--- config.mk ---
export PLATFORM = sky130hd
export DESIGN_NAME = dma_start_arb
export DESIGN_NICKNAME = d
export VERILOG_FILES = /design/src/rtl/dma_arb_pkg.sv /design/src/rtl/dma_arb_pick.sv /design/src/rtl/dma_arb_ctl.sv /design/src/rtl/dma_start_arb.sv
export SDC_FILE = /design/constraint.sdc
export NUM_CORES = 1
export LEC_CHECK = 0
export ABC_AREA = 1
export BUFFER_PORTS_ARGS = -buffer_cell sky130_fd_sc_hd__buf_4
export CAP_MARGIN = 20
export CORE_ASPECT_RATIO = 1.4
export CORE_MARGIN = 8
export CORE_UTILIZATION = 50
export CTS_CLUSTER_SIZE = 14
export DETAILED_ROUTE_END_ITERATION = 12
export PLACE_DENSITY_LB_ADDON = 0.2
export SYNTH_ARGS = -nofsm -noshare
export SYNTH_HDL_FRONTEND = slang
export SYNTH_SLANG_ARGS = --single-unit
export TNS_END_PERCENT = 30
--- constraint.sdc ---
create_clock -name clk_i -period 2.5 [get_ports clk_i]
set_input_delay 0.375 -clock clk_i [delete_from_list [all_inputs] [get_ports clk_i]]
set_output_delay 0.375 -clock clk_i [all_outputs]
set_load 0.02 [all_outputs]
--- src/rtl/dma_arb_pkg.sv ---
package dma_arb_pkg;
  function automatic int unsigned ch_bits(input int unsigned n);
    return (n > 1) ? $clog2(n) : 1;
  endfunction
endpackage

--- src/rtl/dma_arb_pick.sv ---
module dma_arb_pick #(
  parameter int unsigned N_CH = 8,
  parameter int unsigned CH_W = 3
) (
  input  logic [N_CH-1:0] pend_i,
  input  logic [CH_W-1:0] ptr_i,
  input  logic            rr_i,
  output logic            any_o,
  output logic [CH_W-1:0] idx_o
);
  logic [CH_W-1:0] fix_idx, rr_idx;
  int j;

  always_comb begin
    fix_idx = '0;
    for (int i = N_CH - 1; i >= 0; i--)
      if (pend_i[i]) fix_idx = CH_W'(i);
  end

  // scan upward from ptr, wrapping
  always_comb begin
    rr_idx = '0;
    j = 0;
    for (int k = N_CH - 1; k >= 0; k--) begin
      j = int'(ptr_i) + k;
      if (j >= int'(N_CH)) j = j - int'(N_CH);
      if (pend_i[j]) rr_idx = CH_W'(j);
    end
  end

  assign any_o = |pend_i;
  assign idx_o = rr_i ? rr_idx : fix_idx;
endmodule

--- src/rtl/dma_arb_ctl.sv ---
module dma_arb_ctl #(
  parameter int unsigned CH_W = 3
) (
  input  logic            clk_i,
  input  logic            rst_ni,
  input  logic            halt_set_i,
  input  logic            halt_clr_i,
  input  logic            hoe_i,
  input  logic            ecx_set_i,
  input  logic            active_i,
  input  logic [CH_W-1:0] active_ch_i,
  input  logic            rw_done_i,
  input  logic            err_i,
  input  logic [CH_W-1:0] err_ch_i,
  input  logic            err_clr_i,
  input  logic            err_int_en_i,
  output logic            halt_o,
  output logic            halt_err_o,
  output logic            ecx_o,
  output logic            cancel_now_o,
  output logic            err_vld_o,
  output logic [CH_W-1:0] err_ch_o,
  output logic            err_irq_o
);
  logic            halt_q, halt_err_q, ecx_q, err_vld_q;
  logic [CH_W-1:0] err_ch_q;
  logic            cancel_now, err_evt, hoe_trip;

  assign cancel_now = ecx_q & active_i & rw_done_i;
  assign err_evt    = err_i | cancel_now;
  assign hoe_trip   = hoe_i & err_evt;

  always_ff @(posedge clk_i or negedge rst_ni) begin
    if (!rst_ni) begin
      halt_q     <= 1'b0;
      halt_err_q <= 1'b0;
    end else if (halt_set_i || hoe_trip) begin
      halt_q     <= 1'b1;
      halt_err_q <= halt_err_q | hoe_trip;
    end else if (halt_clr_i) begin
      halt_q     <= 1'b0;
      halt_err_q <= 1'b0;
    end
  end

  always_ff @(posedge clk_i or negedge rst_ni) begin
    if (!rst_ni)         ecx_q <= 1'b0;
    else if (cancel_now) ecx_q <= 1'b0;
    else if (ecx_set_i && active_i) ecx_q <= 1'b1;
  end

  always_ff @(posedge clk_i or negedge rst_ni) begin
    if (!rst_ni) begin
      err_vld_q <= 1'b0;
      err_ch_q  <= '0;
    end else if (err_evt) begin
      err_vld_q <= 1'b1;
      err_ch_q  <= err_i ? err_ch_i : active_ch_i;
    end else if (err_clr_i) begin
      err_vld_q <= 1'b0;
    end
  end

  assign halt_o       = halt_q;
  assign halt_err_o   = halt_err_q;
  assign ecx_o        = ecx_q;
  assign cancel_now_o = cancel_now;
  assign err_vld_o    = err_vld_q;
  assign err_ch_o     = err_ch_q;
  assign err_irq_o    = err_vld_q & err_int_en_i;

  p_hoe_halt_r5: assert property (@(posedge clk_i) disable iff (!rst_ni)
    (hoe_i && err_i) |=> halt_q);
  p_ecx_wait_r8: assert property (@(posedge clk_i) disable iff (!rst_ni)
    (ecx_q && !rw_done_i) |=> ecx_q);
  p_err_log_r9: assert property (@(posedge clk_i) disable iff (!rst_ni)
    err_evt |=> err_vld_q);
endmodule

--- src/rtl/dma_start_arb.sv ---
module dma_start_arb #(
  parameter int unsigned N_CH = 8,
  parameter int unsigned CH_W = dma_arb_pkg::ch_bits(N_CH)
) (
  input  logic            clk_i,
  input  logic            rst_ni,
  input  logic [N_CH-1:0] req_i,
  input  logic            rr_mode_i,
  input  logic            halt_set_i,
  input  logic            halt_clr_i,
  input  logic            hoe_i,
  input  logic            dbg_en_i,
  input  logic            dbg_i,
  input  logic            cont_link_i,
  input  logic            ecx_set_i,
  input  logic            rw_done_i,
  input  logic            loop_done_i,
  input  logic            self_link_i,
  input  logic            err_i,
  input  logic [CH_W-1:0] err_ch_i,
  input  logic            err_clr_i,
  input  logic            err_int_en_i,
  output logic            start_o,
  output logic [CH_W-1:0] start_ch_o,
  output logic            active_o,
  output logic [CH_W-1:0] active_ch_o,
  output logic            cancel_o,
  output logic            halt_o,
  output logic            ecx_o,
  output logic            err_vld_o,
  output logic [CH_W-1:0] err_ch_o,
  output logic            err_irq_o
);
  localparam logic [CH_W-1:0] LAST_CH = CH_W'(N_CH - 1);

  logic [N_CH-1:0] pend_q, acc, relink_oh;
  logic [CH_W-1:0] ptr_q, pick_idx, active_ch_q, start_ch_q;
  logic            active_q, start_q, cancel_q;
  logic            pick_any, halt, halt_err, cancel_now;
  logic            stall, grant, loop_end, ch_end, restart, relink;

  dma_arb_pick #(.N_CH(N_CH), .CH_W(CH_W)) i_pick (
    .pend_i (pend_q),
    .ptr_i  (ptr_q),
    .rr_i   (rr_mode_i),
    .any_o  (pick_any),
    .idx_o  (pick_idx)
  );

  dma_arb_ctl #(.CH_W(CH_W)) i_ctl (
    .clk_i        (clk_i),
    .rst_ni       (rst_ni),
    .halt_set_i   (halt_set_i),
    .halt_clr_i   (halt_clr_i),
    .hoe_i        (hoe_i),
    .ecx_set_i    (ecx_set_i),
    .active_i     (active_q),
    .active_ch_i  (active_ch_q),
    .rw_done_i    (rw_done_i),
    .err_i        (err_i),
    .err_ch_i     (err_ch_i),
    .err_clr_i    (err_clr_i),
    .err_int_en_i (err_int_en_i),
    .halt_o       (halt),
    .halt_err_o   (halt_err),
    .ecx_o        (ecx_o),
    .cancel_now_o (cancel_now),
    .err_vld_o    (err_vld_o),
    .err_ch_o     (err_ch_o),
    .err_irq_o    (err_irq_o)
  );

  assign stall    = halt | (dbg_en_i & dbg_i);
  assign grant    = ~active_q & ~stall & pick_any;
  assign loop_end = active_q & rw_done_i & loop_done_i & ~cancel_now;
  assign ch_end   = loop_end | cancel_now;
  assign restart  = loop_end & self_link_i & cont_link_i;
  assign relink   = loop_end & self_link_i & ~cont_link_i;

  // requests are dropped while halted by an error
  assign acc       = req_i & {N_CH{~halt_err}};
  assign relink_oh = (relink && !halt_err) ? (N_CH'(1) << active_ch_q) : '0;

  for (genvar c = 0; c < N_CH; c++) begin : g_pend
    always_ff @(posedge clk_i or negedge rst_ni) begin
      if (!rst_ni)                                  pend_q[c] <= 1'b0;
      else if (grant && pick_idx == CH_W'(c))       pend_q[c] <= 1'b0;
      else if (acc[c] || relink_oh[c])              pend_q[c] <= 1'b1;
    end
  end

  always_ff @(posedge clk_i or negedge rst_ni) begin
    if (!rst_ni) begin
      active_q    <= 1'b0;
      active_ch_q <= '0;
    end else if (grant) begin
      active_q    <= 1'b1;
      active_ch_q <= pick_idx;
    end else if (ch_end && !restart) begin
      active_q    <= 1'b0;
    end
  end

  always_ff @(posedge clk_i or negedge rst_ni) begin
    if (!rst_ni) begin
      start_q    <= 1'b0;
      start_ch_q <= '0;
      cancel_q   <= 1'b0;
    end else begin
      start_q    <= grant | restart;
      start_ch_q <= grant ? pick_idx : active_ch_q;
      cancel_q   <= cancel_now;
    end
  end

  always_ff @(posedge clk_i or negedge rst_ni) begin
    if (!rst_ni)    ptr_q <= '0;
    else if (grant) ptr_q <= (pick_idx == LAST_CH) ? '0 : pick_idx + 1'b1;
  end

  assign start_o     = start_q;
  assign start_ch_o  = start_ch_q;
  assign active_o    = active_q;
  assign active_ch_o = active_ch_q;
  assign cancel_o    = cancel_q;
  assign halt_o      = halt;

  p_start_active_r3: assert property (@(posedge clk_i) disable iff (!rst_ni)
    start_q |-> active_q);
  p_no_grant_busy_r3: assert property (@(posedge clk_i) disable iff (!rst_ni)
    (active_q && !(rw_done_i && loop_done_i)) |=> !start_q);
  p_halt_stall_r4: assert property (@(posedge clk_i) disable iff (!rst_ni)
    (halt && !active_q) |=> !start_q);
  p_dbg_stall_r6: assert property (@(posedge clk_i) disable iff (!rst_ni)
    (dbg_en_i && dbg_i && !active_q) |=> !start_q);
  p_cont_restart_r7: assert property (@(posedge clk_i) disable iff (!rst_ni)
    restart |=> (start_q && active_q && start_ch_q == $past(active_ch_q)));
  p_cancel_end_r8: assert property (@(posedge clk_i) disable iff (!rst_ni)
    cancel_q |-> !active_q);
endmodule

==> run metrics <==
status=finished, violations left; failing checks=setup timing; synthesized area divided by synthesized cell count=6.923 µm²; fraction of synthesized cell area taken by the top area cell type=0.2892; aggregate global routing overflow=0; instance count after placement with tap cells included=387; # fillers=346; setup skew after layout=0.005604 ns; highest clock frequency the design can meet=392.1 MHz; first-pass iteration count of the detailed router=4; largest area contributor in the synthesized netlist=dfrtp_1; Non-Filler Cell Area, Final=2706 µm²; Final Instance Count excl. Fillers=399; number of global-route vias before repair=2251; combined area of all synthesized cells=2077 µm²; first-iteration detailed-routing DRC count=105; switching fraction of total power=0.5276; Slew headroom=0.5074; maximum number of pins on one net before global-route repair=25; initial antenna violation count=0; count of nets left with antenna violations after detail routing=0; FF-to-FF End=pend_q[7]$_DFFE_PN0P_; total vias in the final route=2107; placeable core region=3953 µm²; Critical Path Sink=pend_q[7]$_DFFE_PN0P_; detailed-route vias per instance=5.281; proportion of power drawn by the clock network=0.089; Sink Count=24; clock latency on the worst-skew pair=0.27 ns; total number of nets in the final design=392; Switch Pwr=2.006 mW; syn_nets=335; R2R setup slack=-0.05 ns; worst endpoint data arrival time=2.76 ns; MaxCap Viol Count=0; Die W=70.47 µm; proportion of power drawn by flip-flops and latches=0.186; share of synthesized registers carrying an async set or reset=1.000; Final Routed Wirelength=5.680 mm; WHS Path Cells=2; clock period minus final worst setup slack=2.550 ns; Post-synth top flop=dfrtp_1; sequential fraction of the synthesis area=0.2892; static leakage=1.452 nW; Routed wire per std cell=14.24 µm; Int Pwr=1.796 mW; I/O pin total=43; type of the setup path with the least slack=reg -> reg; Worst setup SP type=register; worst hold-check slack=0.2891 ns; setup slack of the critical path after layout=-0.05038 ns; endpoint kind of the worst setup timing path=register; wire length of the first global-routing pass=9.556 mm; post-synthesis to final-layout area growth=30.30%; standard-cell row count=27; number of synthesized register bits=24; total CTS buffers=3; largest cells by area after synthesis=dfrtp_1, nand2_1, inv_1; final weighted congestion in routability-driven placement=0.9945; power density over the cells=1405 nW/µm²; gate count of the mapped netlist=300; H-tree lvl count=1; CTS tree=done; Final Max Slew Viols=0; largest fanout of any net on the critical path=6; die span in y=92.26 µm; endpoint required time on the critical path=2.71 ns; part of the cycle the worst path needs=1.020; diode count=0; layout cell share with drive strength beyond 1=0.3511; number of enable-type register cells in the synthesized netlist=0; count of cells along the worst register-to-register path=17; worst hold path type=in -> reg; final setup vio count=3; drt drc=0; total placed instance area=2462 µm²; maximum buffer depth of the clock tree=2; highest-count cells in the layout ignoring fill and taps=nand2_1, buf_4, inv_1; Clock Root Buffer=clkbuf_8; slew at the pin with the worst max-slew slack=0.7327 ns; half-perimeter wire length after detailed placement=4.537 mm; most common cell after layout, fill and taps aside=nand2_1; number of warning messages in the yosys log=0; starting density of the core=0.5255; unrepaired setup endpoints after global routing=yes; worst setup path start=ptr_q[0]$_DFFE_PN0P_; total track usage=0.1735; highest ir drop seen on vdd=1.083 mV; die area=6502 µm²; part of the power in combinational logic=0.725; IO Port Bufs=42; Final Hold Fails=0; Yosys cell types=34; CTS clk-pin slew, worst paths=0.09 ns; start of the worst register-to-register path=ptr_q[0]$_DFFE_PN0P_
## cell usage after synthesis (2+ instances only)
library cell  count
nand2_1          96
inv_1            45
nand3_1          25
dfrtp_1          24
a21oi_1          16
nand3_2          14
nand2_2          11
nand4_1           9
ha_1              8
nor2_1            8
inv_2             6
o21ai_0           6
buf_4             4
a21boi_2          3
buf_6             3
o311ai_0          3
nor3_1            2
## how the worst min path moves through the flow
stage / start / to / slack, ns
after floorplan: rst_ni / active_o$_DFFE_PN0P_ / 0.08
after global placement: rst_ni / i_ctl.err_ch_o[1]$_DFFE_PN0P_ / 0.29
after detailed placement: rst_ni / i_ctl.err_vld_o$_DFFE_PN0P_ / 0.29
after CTS: err_clr_i / i_ctl.err_vld_o$_DFFE_PN0P_ / 0.29
after global routing: err_clr_i / i_ctl.err_vld_o$_DFFE_PN0P_ / 0.29
final: err_clr_i / i_ctl.err_vld_o$_DFFE_PN0P_ / 0.29
## area by class of cell
type	count	area [µm²]	area share
Sequential cell	24	603.1	0.2228
Clock buffer	3	41.29	0.01526
Multi-Input combinational cell	217	1328	0.4905
Timing Repair Buffer	59	445.4	0.1646
Clock inverter	1	30.03	0.01110
Inverter	52	205.2	0.07582
Tap cell	43	53.80	0.01988
## through the flow
stage,TNS (ns),util,worst slack [ns],total power [mW]
detailed placement,-0.2513,0.6230,-0.08790,3.071
CTS,0,0.6613,0.01658,3.553
finish,-0.1231,0.6847,-0.05038,3.802
floorplan,0,-,0.05383,2.503
global route,-1.895,0.6847,-0.2410,4.141
global placement,-0.04882,0.6230,-0.03597,3.049
## flip-flops by register name, indices dropped and copies added (netlist names)
name and flops:
pend_q 8, i_ctl.err_ch_o 3, ptr_q 3, start_ch_o 3, active_o 1, cancel_o 1, i_ctl.ecx_o 1, i_ctl.err_vld_o 1
i_ctl.halt_err_o 1, i_ctl.halt_o 1, start_o 1
## logic make-up after synthesis
kind of cell,synth area share
simple gates,0.3994
fa+ha+maj,0.04819
compound gates,0.1211
buf+inv,0.1259
xor+xnor,0.01627
flops,0.2892
## repair_timing
item,4_1_cts,5_1_grt
resized for setup,14,14
hold endpoints to repair,14,0
pin swaps,4,9
hold buffers,1,0
setup endpoints to repair,7,10
buffers inserted,2,5
## critical path: stages, from the launching register on
cell	delay (ns)
dfrtp_1	0.43
inv_2	0.08
ha_4	0.34
nand3_1	0.16
nand3_2	0.12
nand2_2	0.08
a21oi_1	0.17
nand2_1	0.09
nand2_1	0.06
nand2_1	0.04
nand2_1	0.05
nand2_1	0.06
nand2_1	0.11
inv_1	0.08
ha_2	0.19
ha_1	0.17
a32o_1	0.21
inv_1	0.05
## per-layer routing
metal,share of wire,global-route usage,wire length [µm],vias to the layer above
met5,0,0,0,-
met4,0.023,0.08571,132,0
met3,0.036,0.03020,207,14
met2,0.55,0.3308,3140,61
met1,0.39,0.1730,2199,952
li1,-,-,-,1080
## power groups by stage
stage | Sequential [mW] | Clock [mW] | Combinational (mW)
final | 0.709 | 0.338 | 2.75
after global routing | 0.731 | 0.357 | 3.05
after CTS | 0.706 | 0.347 | 2.50
after detailed placement | 0.704 | 0 | 2.37
after global placement | 0.702 | 0 | 2.35
after floorplan | 0.695 | 0 | 1.81
Note: power is estimated with default switching activity, not from simulation.
